===== src/rtl/epg_pkg.sv =====
package epg_pkg;
  localparam int DATA_W = 16;
  localparam int ACC_W  = DATA_W + 2;
  localparam int CTRL_W = 3;

  typedef enum logic [1:0] {
    FMT_NORMAL = 2'd0,
    FMT_MECH   = 2'd1,
    FMT_STEP   = 2'd2
  } fmt_e;

  typedef struct packed {
    logic signed [ACC_W-1:0] nxt;
    logic                    fwd;
    logic                    rev;
  } step_t;

  // Stepper selection outranks the counter selection.
  function automatic fmt_e decode_fmt(input logic [CTRL_W-1:0] c);
    if (c[0])      return FMT_STEP;
    else if (c[1]) return FMT_MECH;
    else           return FMT_NORMAL;
  endfunction

  // One accumulation step: add the sample, take out at most one quantum.
  function automatic step_t acc_step(input logic signed [ACC_W-1:0] acc,
                                     input logic signed [DATA_W-1:0] s,
                                     input logic [DATA_W-1:0] q);
    step_t r;
    logic signed [ACC_W-1:0] sum;
    logic signed [ACC_W-1:0] qs;
    qs  = $signed({{(ACC_W-DATA_W){1'b0}}, q});
    sum = acc + $signed({{(ACC_W-DATA_W){s[DATA_W-1]}}, s});
    r.fwd = 1'b0;
    r.rev = 1'b0;
    r.nxt = sum;
    if (qs > 0) begin
      if (sum >= qs) begin
        r.fwd = 1'b1;
        r.nxt = sum - qs;
      end else if (sum <= -qs) begin
        r.rev = 1'b1;
        r.nxt = sum + qs;
      end
    end
    return r;
  endfunction
endpackage


===== src/rtl/epg_accum.sv =====
module epg_accum
  import epg_pkg::*;
(
  input  logic                     clk,
  input  logic                     rst_n,
  input  logic                     stb,
  input  logic                     block,
  input  logic signed [DATA_W-1:0] sample,
  input  logic [DATA_W-1:0]        quantum,
  output logic                     ev_fwd,
  output logic                     ev_rev
);
  logic signed [ACC_W-1:0] acc_q;
  step_t                   st;
  logic                    take;

  assign take   = stb && !block;
  assign st     = acc_step(acc_q, sample, quantum);
  assign ev_fwd = take && st.fwd;
  assign ev_rev = take && st.rev;

  always_ff @(posedge clk or negedge rst_n) begin
    if (!rst_n)    acc_q <= '0;
    else if (take) acc_q <= st.nxt;
  end

  // a strobe yields at most one quantum direction
  assert_one_dir_R2: assert property (@(posedge clk) disable iff (!rst_n)
    !(ev_fwd && ev_rev));

  // a gated strobe leaves the stored energy alone
  assert_creep_hold_R8: assert property (@(posedge clk) disable iff (!rst_n)
    (stb && block) |=> $stable(acc_q));
endmodule


===== src/rtl/epg_route.sv =====
module epg_route
  import epg_pkg::*;
(
  input  logic clk,
  input  logic rst_n,
  input  fmt_e fmt,
  input  logic ev_fwd,
  input  logic ev_rev,
  output logic req_a,
  output logic req_b
);
  logic tog_q;

  always_comb begin
    req_a = 1'b0;
    req_b = 1'b0;
    unique case (fmt)
      FMT_NORMAL: begin
        req_a = ev_fwd;
        req_b = ev_rev;
      end
      FMT_MECH: req_a = ev_fwd;
      FMT_STEP: begin
        req_a = ev_fwd && !tog_q;
        req_b = ev_fwd && tog_q;
      end
      default: ;
    endcase
  end

  always_ff @(posedge clk or negedge rst_n) begin
    if (!rst_n)                           tog_q <= 1'b0;
    else if (fmt == FMT_STEP && ev_fwd)   tog_q <= ~tog_q;
  end

  // each stepper pulse hands the next one to the other output
  assert_step_alt_R7: assert property (@(posedge clk) disable iff (!rst_n)
    (fmt == FMT_STEP && ev_fwd) |=> (tog_q != $past(tog_q)));

  // counter format never drives output B
  assert_mech_b_quiet_R6: assert property (@(posedge clk) disable iff (!rst_n)
    (fmt == FMT_MECH) |-> !req_b);
endmodule


===== src/rtl/epg_channel.sv =====
module epg_channel #(
  parameter int WIDTH_W = 24
) (
  input  logic               clk,
  input  logic               rst_n,
  input  logic               stb,
  input  logic               block,
  input  logic               req,
  input  logic [WIDTH_W-1:0] width,
  output logic               pulse_n
);
  logic               active_q;
  logic               pend_q;
  logic [WIDTH_W-1:0] cnt_q;
  logic [WIDTH_W:0]   eff_width;
  logic               start_evt;
  logic               end_evt;

  assign eff_width = (width == '0) ? {{WIDTH_W{1'b0}}, 1'b1} : {1'b0, width};
  assign start_evt = !active_q && !block && (pend_q || req);
  assign end_evt   = active_q && stb && (({1'b0, cnt_q} + 1'b1) >= eff_width);
  assign pulse_n   = !active_q;

  always_ff @(posedge clk or negedge rst_n) begin
    if (!rst_n) begin
      active_q <= 1'b0;
      pend_q   <= 1'b0;
      cnt_q    <= '0;
    end else if (start_evt) begin
      active_q <= 1'b1;
      cnt_q    <= '0;
      pend_q   <= pend_q && req;
    end else begin
      if (req) pend_q <= 1'b1;
      if (end_evt)                active_q <= 1'b0;
      else if (active_q && stb)   cnt_q    <= cnt_q + 1'b1;
    end
  end

  // the output only returns high on a strobe
  assert_end_on_stb_R3: assert property (@(posedge clk) disable iff (!rst_n)
    $fell(active_q) |-> $past(stb));

  // a held pulse leaves as soon as the output is free
  assert_pend_issue_R5: assert property (@(posedge clk) disable iff (!rst_n)
    (!active_q && pend_q && !block) |=> active_q);

  // no pulse begins while gated
  assert_no_start_gated_R8: assert property (@(posedge clk) disable iff (!rst_n)
    $rose(active_q) |-> $past(!block));
endmodule


===== src/rtl/energy_pulse_gen.sv =====
module energy_pulse_gen
  import epg_pkg::*;
#(
  parameter int WIDTH_W   = 24,
  parameter int DEF_WIDTH = 512
) (
  input  logic                     clk,
  input  logic                     rst_n,
  input  logic                     sample_stb,
  input  logic signed [DATA_W-1:0] power_in,
  input  logic [DATA_W-1:0]        quantum,
  input  logic                     no_load,
  input  logic                     wr_en,
  input  logic                     wr_addr,
  input  logic [WIDTH_W-1:0]       wr_data,
  output logic                     pulse_a_n,
  output logic                     pulse_b_n
);
  localparam int NCH = 2;

  logic [WIDTH_W-1:0] width_q;
  logic [CTRL_W-1:0]  ctrl_q;
  logic               gate;
  fmt_e               fmt;
  logic               ev_fwd;
  logic               ev_rev;
  logic [NCH-1:0]     req;
  logic [NCH-1:0]     out_n;

  always_ff @(posedge clk or negedge rst_n) begin
    if (!rst_n) begin
      width_q <= WIDTH_W'(DEF_WIDTH);
      ctrl_q  <= '0;
    end else if (wr_en) begin
      if (wr_addr) ctrl_q  <= wr_data[CTRL_W-1:0];
      else         width_q <= wr_data;
    end
  end

  assign gate = ctrl_q[2] && no_load;
  assign fmt  = decode_fmt(ctrl_q);

  epg_accum u_accum (
    .clk(clk), .rst_n(rst_n), .stb(sample_stb), .block(gate),
    .sample(power_in), .quantum(quantum), .ev_fwd(ev_fwd), .ev_rev(ev_rev)
  );

  epg_route u_route (
    .clk(clk), .rst_n(rst_n), .fmt(fmt), .ev_fwd(ev_fwd), .ev_rev(ev_rev),
    .req_a(req[0]), .req_b(req[1])
  );

  for (genvar i = 0; i < NCH; i++) begin : g_ch
    epg_channel #(.WIDTH_W(WIDTH_W)) u_ch (
      .clk(clk), .rst_n(rst_n), .stb(sample_stb), .block(gate),
      .req(req[i]), .width(width_q), .pulse_n(out_n[i])
    );
  end

  assign pulse_a_n = out_n[0];
  assign pulse_b_n = out_n[1];

  // with anti-creep off, no_load never gates anything
  assert_nogate_R9: assert property (@(posedge clk) disable iff (!rst_n)
    !ctrl_q[2] |-> !gate);

  // outputs idle high straight out of reset
  assert_idle_after_reset_R1: assert property (@(posedge clk) disable iff (!rst_n)
    $rose(rst_n) |-> (pulse_a_n && pulse_b_n));
endmodule


===== config.mk =====
export PLATFORM = sky130hd
export DESIGN_NAME = energy_pulse_gen
export DESIGN_NICKNAME = d
export VERILOG_FILES = /design/src/rtl/epg_pkg.sv /design/src/rtl/epg_accum.sv /design/src/rtl/epg_route.sv /design/src/rtl/epg_channel.sv /design/src/rtl/energy_pulse_gen.sv
export SDC_FILE = /design/constraint.sdc
export NUM_CORES = 1
export LEC_CHECK = 0
export ABC_AREA = 0
export BUFFER_PORTS_ARGS = -buffer_cell sky130_fd_sc_hd__buf_4
export CAP_MARGIN = 0
export CELL_PAD_IN_SITES_DETAIL_PLACEMENT = 0
export CELL_PAD_IN_SITES_GLOBAL_PLACEMENT = 1
export CORE_MARGIN = 5
export CORE_UTILIZATION = 47
export CTS_CLUSTER_DIAMETER = 80
export DETAILED_ROUTE_END_ITERATION = 10
export PLACE_DENSITY = 0.92
export SYNTH_ARGS = -nofsm -noshare
export SYNTH_HDL_FRONTEND = slang
export SYNTH_SLANG_ARGS = --single-unit

===== constraint.sdc =====
create_clock -name clk -period 5.5 [get_ports clk]
set_input_delay 0.55 -clock clk [delete_from_list [all_inputs] [get_ports clk]]
set_output_delay 0.55 -clock clk [all_outputs]
set_load 0.02 [all_outputs]

==> reports/results.tsv <==
metric	value	unit
sw frac	49.0	%
drc violations	0	
crit-path cells	ha_1, fa_1, a211oi_1, o21ai_0, o2111ai_2, nand2_1, a21o_1, a21oi_1, xnor2_1, ha_1, nand2_1, nor4_1, o211a_1, a211oi_1, o41ai_1, o22ai_1, buf_4, a211oi_1, nor2_1, nor2_1, buf_12, nor2_1	
dpl cells	1459	
dominant cell type by area after synthesis	dfrtp_1	
minimum clock period after layout	5.07	ns
RSZ-0062 raised after global routing	false	
Cells after Synth	1126	
Max-slew headroom	40.3	%
critical path required time	5.74	ns
Max VDD drop	284	uV
core outline area	19500	um^2
Max Fclk	197	MHz
NumNets Final	1385	
CTS buffer count	9	
Setup-failing EPs final	0	
final cell count without fillers	1475	
P_sw	3.13	mW
critical path type	reg2reg	
via count	8514	
pin count of the biggest net entering global routing	55	
Int Pwr	3.26	mW
Filler Cell Count	1894	
ys async rst share	100	%
Lkg Pwr	5.26	nW
sequential power share	15.9	%
max-slew violations	0	
Die Ht	151	um
CTS tree	done	
GR Util met2	33.6	%
number of synthesized flops with an enable pin	0	
GRT Overall Usage	22.6	%
global route overflow	0	
Tcrit/Tclk final	92.3	%
Crit path buffers/inverters	2	
clk_skew	0.00876	ns
Final Util	54.8	%
Die ar.	22900	um^2
crit-path max FO	25	
layout cells sized above 1	11.9	%
most common flop cell mapped by yosys	dfrtp_1	
Fin Setup TNS	0	ns
routed wire length	25500	um
Post-Syn Area per Cell	8.32	um^2
crit-path max cell delay	0.44	ns
clock power share	11.1	%
Avg WL per Cell	17.3	um
H-tree levels	3	
Cell Pwr Density	598	nW/um^2
initial antenna violation count	0	
Yosys warnings	0	
Root Driver	clkbuf_16	
first-pass GRT wire length	41300	um
Startpoint Class	flip-flop	
Synth-to-Final Area Change	14.1	%
ranking of synthesized cells by area	dfrtp_1, ha_1, xor2_1, xnor2_1, nor2_1	
Setup crit end kind	flip-flop	
CP top delay family	compound AO/OA/AOI/OAI gates	
die width	151	um
Synth top area share	25.9	%
PortBufs	63	
crit path DAT	5.32	ns
Seq/Total Area, Yosys	26.2	%
worst-margin pin slew	0.896	ns
antenna-violating nets left	0	
hpwl dp	20000	um
gp weighted congestion	0.915	
Synth cell types	78	
Post-Syn Nets	1306	
CTS clk-pin slew, worst paths	0.07	ns
Mapped Area	9370	um^2
Ant. Diodes	0	
max_cap viols	0	
First DRT Iteration DRCs	775	
FF+latch count, synth	98	
Comb pwr share	73.0	%
min-delay worst type	in2async	
Rows	51	
Bufs on Longest Clock Path	2	
drt pass-1 iters	7	
boundary pin count	64	
slowest CP cell	fa_1	
Vias per Instance	5.77	
Hold Violations, Final	0	
Clock Latency Late Sink	0.36	ns
GR Layer Usage met1	34.8	%
flop2flop setup slack	0.43	ns
vias in the first global route	8006	
gr busiest metal	met1	
power consumption	6.39	mW
GR Util met3	2.30	%
status	finished, final reports clean	
Initial Util	48.0	%
clock sink total	98	
CTS Hold Buffers Added	0	
Post CTS Setup Buffer Count	0	
==> cell families after synthesis <==
kind of cell,after synthesis,share of synthesized area [%]
AO/OA/AOI/OAI,263,18.8
buffers and inverters,102,4.34
flip-flops,98,26.2
XOR/XNOR,138,13.0
multiplexers,9,1.08
adder cells (fa/ha/maj),120,16.2
AND/OR/NAND/NOR,396,20.3
==> final timing paths <==
kind	startpoint	depth (start not counted)	to
worst max-delay path	u_accum.acc_q[0]$_DFFE_PN0P_	22	g_ch[0].u_ch.cnt_q[16]$_DFFE_PN0P_
worst min-delay path	rst_n	1	g_ch[0].u_ch.cnt_q[8]$_DFFE_PN0P_
worst max register to register	u_accum.acc_q[0]$_DFFE_PN0P_	22	g_ch[0].u_ch.cnt_q[16]$_DFFE_PN0P_
worst min register to register	g_ch[1].u_ch.active_q$_DFFE_PN0P_	1	g_ch[1].u_ch.active_q$_DFFE_PN0P_
max in group asynchronous	rst_n	2	g_ch[1].u_ch.active_q$_DFFE_PN0P_
min in group clk	wr_data[5]	3	width_q[5]$_DFFE_PN0P_
==> cell usage after synthesis (4+ instances only) <==
cell      count
mux2_2        5
inv_1        68
a21oi_1      62
nand2b_1      8
o21ai_0      58
o22ai_1       6
clkbuf_1     25
o21bai_1      7
a31oi_1       4
buf_2         4
a22oi_1       6
and3_1       19
o31ai_1       7
nor3_1       19
o311ai_0      5
nand4_1      16
or3_1         5
a21o_1       29
a211oi_1     10
nand3b_1     11
nor2b_1      15
xor2_1       90
nand3_1      61
nor2_1      108
o21a_1       12
nand2_1      99
dfrtp_1      97
xnor2_1      47
and2_1        8
o211ai_1     10
ha_1        115
o221ai_1      4
nor4_1       16
==> metrics by stage <==
stage / instance area (um^2) / worst slack (ns) / hold WS, ns
finish: 10700 / 0.425 / 0.198
global route: 10700 / 0.0649 / 0.236
CTS: 10700 / 0.387 / 0.215
detailed placement: 10400 / 0.148 / 0.492
global placement: 10400 / 0.296 / 0.476
floorplan: 9370 / 0.768 / 0.254
==> area by class of cell <==
type / count / area, um^2 / share of cell area [%]
clock buffer: 12 / 256 / 2.40
clock inverter: 4 / 73.8 / 0.690
inverter: 69 / 259 / 2.42
multi-input combinational: 926 / 6540 / 61.1
sequential: 98 / 2450 / 22.9
tap: 265 / 332 / 3.10
timing repair buffer: 101 / 783 / 7.33
==> metal layers <==
layer / wire [um] / part of all wire (%) / vias up
li1: - / - / 4178
met1: 12400 / 49 / 4049
met2: 11200 / 44 / 262
met3: 1520 / 6.0 / 25
met4: 407 / 1.6 / 0
met5: 0 / 0 / -
==> sequential cells by signal, indices dropped and copies added (netlist names) <==
signal,flops
g_ch.u_ch.pend_q,2
g_ch.u_ch.cnt_q,48
u_accum.acc_q,18
u_route.tog_q,1
ctrl_q,3
g_ch.u_ch.active_q,2
width_q,24
==> repair_timing <==
action                     CTS  global route
setup endpoints to repair    0            14
hold endpoints to repair     0             0
gates resized for setup      0             1
==> layout by cell type (no fill, tap or decap), drive strengths merged, types with 60 or more instances in the layout <==
master	count
inv	69
ha	115
xor2	90
a21oi	63
dfrtp	97
buf	101
nand2	99
o21ai	60
nor2	108
nand3	61
==> power groups by stage <==
stage	clock [mW]	sequential, mW	combinational, mW
2_1_floorplan	0	0.966	3.27
3_3_place_gp	0	1.02	4.51
3_5_place_dp	0	1.02	4.55
4_1_cts	0.717	1.01	4.58
5_1_grt	0.751	1.03	5.14
6_report	0.709	1.02	4.66
Note: power is estimated with default switching activity, not from simulation.
